$ cat src/rtl/ulk_pkg.sv
package ulk_pkg;
  // Code byte k sits at bits [8k+7:8k]; byte 0 is presented first.
  localparam int unsigned DEF_BYTE_W = 8;
  localparam int unsigned DEF_CODE_N = 8;
  localparam logic [DEF_CODE_N*DEF_BYTE_W-1:0] DEF_CODE = 64'h00F1_000F_F0A5_5AA5;
endpackage

$ cat src/rtl/ulk_rst_sync.sv
module ulk_rst_sync #(
  parameter int unsigned STAGES = 2
) (
  input  logic clk,
  input  logic rst_n,
  output logic rst_sync_n
);
  logic [STAGES-1:0] chain_q;
  logic [STAGES-1:0] chain_d;

  always_comb chain_d = {chain_q[STAGES-2:0], 1'b1};

  always_ff @(posedge clk or negedge rst_n) begin
    if (!rst_n) chain_q <= '0;
    else        chain_q <= chain_d;
  end

  assign rst_sync_n = chain_q[STAGES-1];
endmodule

$ cat src/rtl/ulk_strobe_sampler.sv
module ulk_strobe_sampler #(
  parameter int unsigned BYTE_W      = 8,
  parameter int unsigned SYNC_STAGES = 2
) (
  input  logic              clk,
  input  logic              rst_n,
  input  logic              strobe_i,
  input  logic [BYTE_W-1:0] data_i,
  output logic              byte_done_o,
  output logic [BYTE_W-1:0] byte_val_o,
  output logic              byte_clean_o
);
  logic [SYNC_STAGES-1:0]             strb_sync_q, strb_sync_d;
  logic [SYNC_STAGES-1:0][BYTE_W-1:0] data_pipe_q, data_pipe_d;
  logic                               strb_last_q;
  logic [BYTE_W-1:0]                  cap_q, cap_d;
  logic                               armed_q, armed_d;
  logic                               dirty_q, dirty_d;
  logic                               strb_s;
  logic [BYTE_W-1:0]                  data_s;
  logic                               rise, fall;

  assign strb_s = strb_sync_q[SYNC_STAGES-1];
  assign data_s = data_pipe_q[SYNC_STAGES-1];
  assign rise   = strb_s & ~strb_last_q;
  assign fall   = ~strb_s & strb_last_q;

  always_comb begin
    strb_sync_d = {strb_sync_q[SYNC_STAGES-2:0], strobe_i};
    data_pipe_d = {data_pipe_q[SYNC_STAGES-2:0], data_i};
    cap_d       = cap_q;
    armed_d     = armed_q;
    dirty_d     = dirty_q;
    if (rise) begin
      cap_d   = data_s;
      armed_d = 1'b1;
      dirty_d = 1'b0;
    end else if (fall) begin
      armed_d = 1'b0;
    end else if (strb_s && armed_q && (data_s != cap_q)) begin
      dirty_d = 1'b1;
    end
  end

  // The chain resets to "high" so a pulse in progress at release is never armed.
  always_ff @(posedge clk or negedge rst_n) begin
    if (!rst_n) begin
      strb_sync_q <= '1;
      data_pipe_q <= '0;
      strb_last_q <= 1'b1;
      cap_q       <= '0;
      armed_q     <= 1'b0;
      dirty_q     <= 1'b0;
    end else begin
      strb_sync_q <= strb_sync_d;
      data_pipe_q <= data_pipe_d;
      strb_last_q <= strb_s;
      cap_q       <= cap_d;
      armed_q     <= armed_d;
      dirty_q     <= dirty_d;
    end
  end

  assign byte_done_o  = fall & armed_q;
  assign byte_val_o   = cap_q;
  assign byte_clean_o = ~dirty_q;

  AST_EDGE_EXCL: assert property (@(posedge clk) disable iff (!rst_n)
    $onehot0({rise, fall}));
  AST_DONE_NEEDS_ARM: assert property (@(posedge clk) disable iff (!rst_n)
    byte_done_o |-> $past(armed_d));
endmodule

$ cat src/rtl/ulk_seq_matcher.sv
module ulk_seq_matcher #(
  parameter int unsigned                   BYTE_W = 8,
  parameter int unsigned                   CODE_N = 8,
  parameter logic [CODE_N*BYTE_W-1:0]      CODE   = ulk_pkg::DEF_CODE,
  localparam int unsigned                  CW     = $clog2(CODE_N + 1)
) (
  input  logic              clk,
  input  logic              rst_n,
  input  logic              byte_done_i,
  input  logic [BYTE_W-1:0] byte_val_i,
  input  logic              byte_clean_i,
  output logic [CW-1:0]     idx_o,
  output logic              unlocked_o
);
  localparam logic [CW-1:0] LAST_IDX = CW'(CODE_N - 1);

  logic [CW-1:0]     idx_q, idx_d;
  logic              unl_q, unl_d;
  logic [BYTE_W-1:0] exp_byte;
  logic [BYTE_W-1:0] first_byte;

  assign first_byte = CODE[BYTE_W-1:0];

  always_comb begin
    exp_byte = first_byte;
    for (int i = 0; i < CODE_N; i++) begin
      if (idx_q == CW'(i)) exp_byte = CODE[i*BYTE_W +: BYTE_W];
    end
  end

  always_comb begin
    idx_d = idx_q;
    unl_d = unl_q;
    if (!unl_q && byte_done_i) begin
      if (byte_clean_i && (byte_val_i == exp_byte)) begin
        idx_d = idx_q + CW'(1);
        if (idx_q == LAST_IDX) unl_d = 1'b1;
      end else if (byte_clean_i && (byte_val_i == first_byte)) begin
        idx_d = CW'(1);
      end else begin
        idx_d = '0;
      end
    end
  end

  always_ff @(posedge clk or negedge rst_n) begin
    if (!rst_n) begin
      idx_q <= '0;
      unl_q <= 1'b0;
    end else begin
      idx_q <= idx_d;
      unl_q <= unl_d;
    end
  end

  assign idx_o      = idx_q;
  assign unlocked_o = unl_q;

  AST_STICKY: assert property (@(posedge clk) disable iff (!rst_n)
    unl_q |=> unl_q);
  AST_CNT_RANGE: assert property (@(posedge clk) disable iff (!rst_n)
    idx_q <= CW'(CODE_N));
  AST_MODE_FULL: assert property (@(posedge clk) disable iff (!rst_n)
    unl_q |-> (idx_q == CW'(CODE_N)));
  AST_CNT_HOLD: assert property (@(posedge clk) disable iff (!rst_n)
    !byte_done_i |=> $stable(idx_q));
  AST_LOCKED_HOLD: assert property (@(posedge clk) disable iff (!rst_n)
    unl_q |=> $stable(idx_q));
  AST_CNT_STEP: assert property (@(posedge clk) disable iff (!rst_n)
    (idx_q != $past(idx_q)) |-> ((idx_q == $past(idx_q) + CW'(1)) || (idx_q <= CW'(1))));
  AST_UNLOCK_ON_FALL: assert property (@(posedge clk) disable iff (!rst_n)
    $rose(unl_q) |-> $past(byte_done_i));
endmodule

$ cat src/rtl/ulk_unlock_detector.sv
module ulk_unlock_detector #(
  parameter int unsigned                   BYTE_W      = ulk_pkg::DEF_BYTE_W,
  parameter int unsigned                   CODE_N      = ulk_pkg::DEF_CODE_N,
  parameter logic [CODE_N*BYTE_W-1:0]      CODE        = ulk_pkg::DEF_CODE,
  parameter int unsigned                   SYNC_STAGES = 2,
  parameter int unsigned                   RST_STAGES  = 2,
  localparam int unsigned                  CW          = $clog2(CODE_N + 1)
) (
  input  logic              clk,
  input  logic              rst_n,
  input  logic              strobe_i,
  input  logic [BYTE_W-1:0] data_i,
  input  logic              cmd_req_i,
  output logic              prog_mode_o,
  output logic [CW-1:0]     match_cnt_o,
  output logic              cmd_grant_o
);
  logic              rst_int_n;
  logic              byte_done;
  logic [BYTE_W-1:0] byte_val;
  logic              byte_clean;
  logic              unlocked;

  ulk_rst_sync #(.STAGES(RST_STAGES)) u_rst (
    .clk        (clk),
    .rst_n      (rst_n),
    .rst_sync_n (rst_int_n)
  );

  ulk_strobe_sampler #(.BYTE_W(BYTE_W), .SYNC_STAGES(SYNC_STAGES)) u_smp (
    .clk          (clk),
    .rst_n        (rst_int_n),
    .strobe_i     (strobe_i),
    .data_i       (data_i),
    .byte_done_o  (byte_done),
    .byte_val_o   (byte_val),
    .byte_clean_o (byte_clean)
  );

  ulk_seq_matcher #(.BYTE_W(BYTE_W), .CODE_N(CODE_N), .CODE(CODE)) u_match (
    .clk          (clk),
    .rst_n        (rst_int_n),
    .byte_done_i  (byte_done),
    .byte_val_i   (byte_val),
    .byte_clean_i (byte_clean),
    .idx_o        (match_cnt_o),
    .unlocked_o   (unlocked)
  );

  assign prog_mode_o = unlocked;
  assign cmd_grant_o = cmd_req_i & unlocked;

  AST_RESET_CLEAR: assert property (@(posedge clk)
    !rst_int_n |-> (!prog_mode_o && (match_cnt_o == '0)));
  AST_GRANT_IDLE: assert property (@(posedge clk) disable iff (!rst_int_n)
    (prog_mode_o && !cmd_req_i) |-> !cmd_grant_o);
endmodule

$ cat config.mk
export PLATFORM = sky130hd
export DESIGN_NAME = ulk_unlock_detector
export DESIGN_NICKNAME = d
export VERILOG_FILES = /design/src/rtl/ulk_pkg.sv /design/src/rtl/ulk_rst_sync.sv /design/src/rtl/ulk_strobe_sampler.sv /design/src/rtl/ulk_seq_matcher.sv /design/src/rtl/ulk_unlock_detector.sv
export SDC_FILE = /design/constraint.sdc
export NUM_CORES = 1
export LEC_CHECK = 0
export BUFFER_PORTS_ARGS = -buffer_cell sky130_fd_sc_hd__buf_4
export CAP_MARGIN = 40
export CELL_PAD_IN_SITES_DETAIL_PLACEMENT = 1
export CELL_PAD_IN_SITES_GLOBAL_PLACEMENT = 1
export CORE_MARGIN = 3
export CORE_UTILIZATION = 36
export DETAILED_ROUTE_END_ITERATION = 8
export PLACE_DENSITY = 0.62
export SYNTH_ARGS = -nofsm -noshare
export SYNTH_HDL_FRONTEND = slang
export SYNTH_SLANG_ARGS = --single-unit
export TNS_END_PERCENT = 1
$ cat constraint.sdc
create_clock -name clk -period 1.3 [get_ports clk]
set_input_delay 0.13 -clock clk [delete_from_list [all_inputs] [get_ports clk]]
set_output_delay 0.13 -clock clk [all_outputs]
set_load 0.01 [all_outputs]
After elaboration in Yosys (flattened, before gate mapping)
Cells that the tools add are included.
- bits in writable memories: 0
- input bits: 12
- register bits after elaboration: 36
- bits in read-only memories: 0
- output and inout bits: 6
- latch bits: 0
- memories kept: 0
- order comparisons: 0
- div/mod/pow operators: 0
- shift operators: 0
- muxes and demuxes: 14
- reductions and logical operators: 10
- multipliers: 0
- equal/unequal tests: 11
- add/sub/neg operators: 1
- bitwise gates (word level): 7
- operators by type and width (kind ; count):
    8-bit two-way mux ; 7
    4-bit by 3-bit equality test with 1-bit output (second input constant) ; 4
    4-bit by 2-bit equality test with 1-bit output (second input constant) ; 2
    8-bit equality test ; 1
    8-bit equality test (second input constant) ; 1
    8-bit inequality test ; 1
    1-bit two-way mux ; 6
    1-bit logical AND ; 5
    4-bit by 1-bit adder with 4-bit output (second input constant) ; 1
    1-bit bitwise AND ; 4
    4-bit by 1-bit equality test with 1-bit output (second input constant) ; 1
    4-bit two-way mux ; 1
    2-bit nonzero test ; 2
    1-bit inverter ; 3
    3-bit AND reduction ; 1
    2-bit by 1-bit inequality test with 1-bit output (second input constant) ; 1
    2-bit AND reduction ; 1
    1-bit zero test ; 1

Depth between registers and ports, before layout
- depth in word-level cells: 11
- mapped depth: 8
- depth with buffers taken out: 8

Hierarchy
From an unflattened synthesis, not the netlist that was laid out.
- cell total of the unflattened synthesis: 134
- area total of the unflattened synthesis: 1639.1 µm²
- modules (own cells, without submodules) (module ; times used ; area an instance (µm²) ; cells each):
    ulk_strobe_sampler ; 1 ; 998.5 ; 62
    ulk_seq_matcher ; 1 ; 580.6 ; 68
    ulk_rst_sync ; 1 ; 53.8 ; 3
    ulk_unlock_detector ; 1 ; 6.3 ; 1

Worst setup path after synthesis
OpenSTA, ideal clock, no wires.
- path kind: reg2reg
- start point: reg u_match.idx_q[0] (netlist: u_match.idx_o[0])
- end point: reg u_match.idx_q[0] (netlist: u_match.idx_o[0])
- library setup time: 0.104 ns
- arrival time: 2.241 ns
- cell stages (with the launch flop): 9
- slack: -1.045 ns
- buffers on the path: 1
- data required time: 1.196 ns
- cells stage by stage: dfrtp_1 -> ha_1 -> buf_6 -> nor3_4 -> a32o_2 -> a21oi_1 -> or4_4 -> or3_1 -> o311ai_1
- longest elaborated chain between the ends: 11
- elaborated cells on any way between the ends: 18
- classes of those cells: add/sub (1); eq/ne (8); mux (8); reduce/logical (1)
- ends and longest elaborated chain (item ; RTL line ; RTL):
    from (decl) ; ulk_seq_matcher.sv:17 ; logic [CW-1:0] idx_q, idx_d;
    from (signal assigned) ; ulk_seq_matcher.sv:51 ; idx_q <= idx_d;
    4-bit by 1-bit equality test with 1-bit output ; ulk_seq_matcher.sv:27 ; if (idx_q == CW'(i)) exp_byte = CODE[i*BYTE_W +: BYTE_W];
    8-bit two-way mux (7 in a row) ; ulk_seq_matcher.sv:27 ;
    8-bit equality test ; ulk_seq_matcher.sv:35 ; if (byte_clean_i && (byte_val_i == exp_byte)) begin
    1-bit logical AND ; ulk_seq_matcher.sv:35 ;
    4-bit two-way mux * ; ulk_seq_matcher.sv:35 ;
Every way passes the cells marked *; elsewhere a longest branch is shown, timed or not.
A chain may end at the register's enable or synchronous reset.

Worst setup path after layout
- start point: reg u_match.idx_q[1] (netlist: u_match.idx_o[1])
- end point: reg u_match.idx_q[0] (netlist: u_match.idx_o[0])
- longest elaborated chain between the ends: 11
- elaborated cells on any way between the ends: 17
- classes of those cells: eq/ne (8); mux (8); reduce/logical (1)
- ends and longest elaborated chain (item ; RTL line):
    4-bit by 1-bit equality test with 1-bit output ; ulk_seq_matcher.sv:27
    8-bit two-way mux (6 in a row) ; ulk_seq_matcher.sv:27
    8-bit two-way mux * ; ulk_seq_matcher.sv:27
    8-bit equality test * ; ulk_seq_matcher.sv:35
    1-bit logical AND * ; ulk_seq_matcher.sv:35
    4-bit two-way mux * ; ulk_seq_matcher.sv:35
Marks and branches as above.

==> results.toml <==
[outcome]
status = "finished, violations left"
violations = "negative setup slack"

[layout]
fin_cells = 239
final_layout_size_suffix_gt1_share_pct = 45.5
design_area_um2 = 2320
diodes = 0
seqCellArea_um2 = 907
syn_to_final_growth_pct = 43.3
fillers = 425
nets = 207
multi_input_area_um2 = 769

[placed_design]
dp_hpwl_mm = 2.81
gp_congestion = 0.751
port_buffers = 17
dp_cells = 216
pre_cts_ws_ns = -1.13
placed_cell_area_um2 = 1950

[synth]
synth_xor_xnor_area_share_pct = 5.41
synth_fa_ha_area_share_pct = 5.41
syn_avg_cell_area_um2 = 12.4
yosys-top-cells-count = "dfrtp_1 (33), mux2_2 (9), nand2_1 (9), xor2_1 (9), ha_1 (7)"
yosysWarnings = 0
yosys-top-cells-area = "dfrtp_1 (51%), mux2_2 (6.3%), ha_1 (5.4%)"
yosysTopAreaCell = "dfrtp_1"
synth-main-ff-cell = "dfrtp_1"
synth_seq_cells = 36
yosys.area.top_type_share_pct = 51.0
yosysSeqAreaShare_pct = 55.9
post_synth_and_or_nand_nor_area_fraction_pct = 12.8
synth.distinct_cells = 43
muxShareOfSynthArea_pct = 6.88
synth_fp_nets = 150
synth_top_family_by_area = "simple AND/OR/NAND/NOR gates"
synthCells = 131
synth-edff-count = 0
synth_most_common_cell = "dfrtp_1"
synth_compound_area_share_pct = 10.3
syn_area_um2 = 1620
async_flop_share_pct = 100

[clock_tree]
cts_root_buffer = "clkbuf_8"
cts_sinks = 36
path_clk_slew_ns = 0.08
clock_latency_ns = 0.29
clockBufferDepth = 2
cts_tree = "built"
htreeDepth = 2
cts_made_buffers = 5

[pwr]
p_switching_uw = 623
comb_power_share_pct = 14.4
vdd_ir_drop_max_mv = 0.962
power_mw = 2.62
p_clk_share_pct = 36.9
pwr-share-seq_pct = 48.7
power.leakage_nw = 1.04
power_density_nw_per_um2 = 1130
switching_share_pct = 23.8
internal_power_mw = 1.99

[drt]
drc_errors = 0
ant_nets = 0
vias_per_cell = 5.08
drt_iter0_drc = 45
first_pass_iters = 4
vias = 1215
drt_wl_total_mm = 3.74
wl_per_cell_um = 15.7

[setup_path]
startpoint_type = "flop"
crit_arrival_ns = 2.53
critPathTopFamily = "simple AND/OR/NAND/NOR gates"
worst-path-buf-inv = 1
max_stage_delay_ns = 0.55
end_kind = "flop"
critPathMaxFanout = 5
critical_path_class = "flop to flop"
crit_path_cell_trace = "inv_4 -> ha_4 -> nor2b_4 -> o21bai_1 -> xor2_1 -> or4_4 -> or3_1 -> o311ai_1"
crit_slowest_cell = "or4_4"
cp.required_ns = 1.48

[floorplan]
io_pins = 18
die_y_um = 73.1
start_util_pct = 38.8
die-area_um2 = 5340
rows = 23
core-area_um2 = 4170
dieWidth_um = 73.1

[global_routing]
antenna_found_initial = 0
grt_pass1_wl_mm = 6.24
grt_overflow = 0
track_usage_pct = 15.8
grt_pass1_vias = 1332
grt_max_degree = 13

[timing]
hold_viol_final = 0
slew_violations = 0
layout_setup_ws_ns = -1.05
period_needed_ns = 2.35
rsz0062_at_grt = "yes"
clock.fmax_ghz = 0.425
finalSetupViolCount = 11
hold_slack_ns = 0.151
period_share_pct = 181
fin_skew_ns = 0.00771

[hold_path]
hp-class = "flop to async pin"

[job]
maxCapViolCount = 0
-- stage by stage --
step	utilization, %	TNS, ns
2_1_floorplan	-	-5.58
3_3_place_gp	46.8	-7.24
3_5_place_dp	46.8	-7.76
4_1_cts	54.8	-5.18
5_1_grt	55.6	-6.19
6_report	55.6	-5.10
-- registers in the layout, summed over array words and instances, names as in the netlist --
signal	cells
u_smp.byte_val_o	8
u_smp.data_s	8
u_smp.strb_last_q	1
u_smp.data_pipe_d	8
u_match.idx_o	4
u_smp.armed_q	1
u_smp.dirty_q	1
u_rst.chain_q	2
u_match.unlocked_o	1
u_smp.strb_sync_q	2
-- cells in the final DEF, fill, tap and decap left out, types with 2 or more instances in the layout --
master	netlist	final
ha_1	7	2
inv_4	0	2
nand3b_1	2	2
nor2_1	4	4
mux2_4	0	5
xor2_1	9	9
nand2b_1	2	2
clkbuf_8	0	5
dfrtp_2	0	2
mux2_2	9	4
or3_1	2	2
dfrtp_1	33	31
o21bai_1	3	3
ha_4	0	5
nor3_1	3	3
dfstp_2	3	3
dlygate4sd3_1	0	10
a21o_1	3	3
inv_1	5	2
and2_1	2	2
nor4_1	3	2
or2_2	2	2
nand2_1	9	9
o311ai_1	1	2
a21oi_1	3	2
buf_4	1	43
buf_6	1	2
-- routing by layer --
layer / routed length [um] / global-route usage (%) / share of wire, % / vias to the layer above
met5: 0 / 0 / 0 / -
met4: 63 / 5.53 / 1.7 / 0
met3: 114 / 4.68 / 3.0 / 8
met2: 2050 / 29.1 / 55 / 19
met1: 1520 / 16.8 / 41 / 617
li1: - / - / - / 571
-- logic make-up after synthesis --
kind of cell	count (synthesis)
buffers and inverters	10
flip-flops	36
multiplexers	10
other	1
AO/OA/AOI/OAI	22
XOR/XNOR	10
AND/OR/NAND/NOR	35
adder cells (fa/ha/maj)	7
-- cell type report --
cell class,count,share of cell area (%)
clock buffers,5,2.97
clock inverters,3,1.83
inverters,5,1.02
multi-input cells,85,33.2
flip-flops and latches,36,39.1
well taps,50,2.70
repair buffers,55,19.2
-- worst reg2reg max path: cells and delay by family (launching register included) --
| family | cells | cell delay (ns) |
|---|---|---|
| fa+ha+maj | 1 | 0.16 |
| flops | 1 | 0.47 |
| xor+xnor | 1 | 0.15 |
| compound gates | 2 | 0.32 |
| buf+inv | 1 | 0.10 |
| simple gates | 3 | 1.04 |
-- path summary, 6_finish.rpt --
kind	from	endpoint	slack (ns)	cells past startpoint
min	u_rst.chain_q[1]	u_smp.data_pipe_d[12]	0.15	0
min in group clk	u_smp.data_pipe_d[10]	u_smp.data_s[2]	0.34	0
min reg2reg	u_rst.chain_q[1]	u_smp.data_pipe_d[12]	0.15	0
max	u_match.idx_o[1]	u_match.idx_o[0]	-1.05	8
max in group asynchronous	u_rst.chain_q[1]	u_match.idx_o[0]	0.67	1
max reg2reg	u_match.idx_o[1]	u_match.idx_o[0]	-1.05	8
-- timing repair --
| action | in CTS | in global routing |
|---|---|---|
| resized for setup | 21 | 9 |
| hold buffers | 10 | 0 |
| pin swaps | 2 | 2 |
| cloned | 0 | 0 |
| hold endpoints to repair | 11 | 0 |
| buffers inserted | 4 | 1 |
| endpoints found under the setup margin | 15 | 15 |
-- power by group through the flow --
stage	Clock (mW)	Sequential (mW)	Combinational (mW)
floorplan	0	1.30	0.147
global placement	0	1.29	0.304
detailed placement	0	1.29	0.317
CTS	0.996	1.27	0.366
global route	1.05	1.29	0.414
finish	0.965	1.27	0.377
No activity file was read; power rests on OpenSTA's default activity.
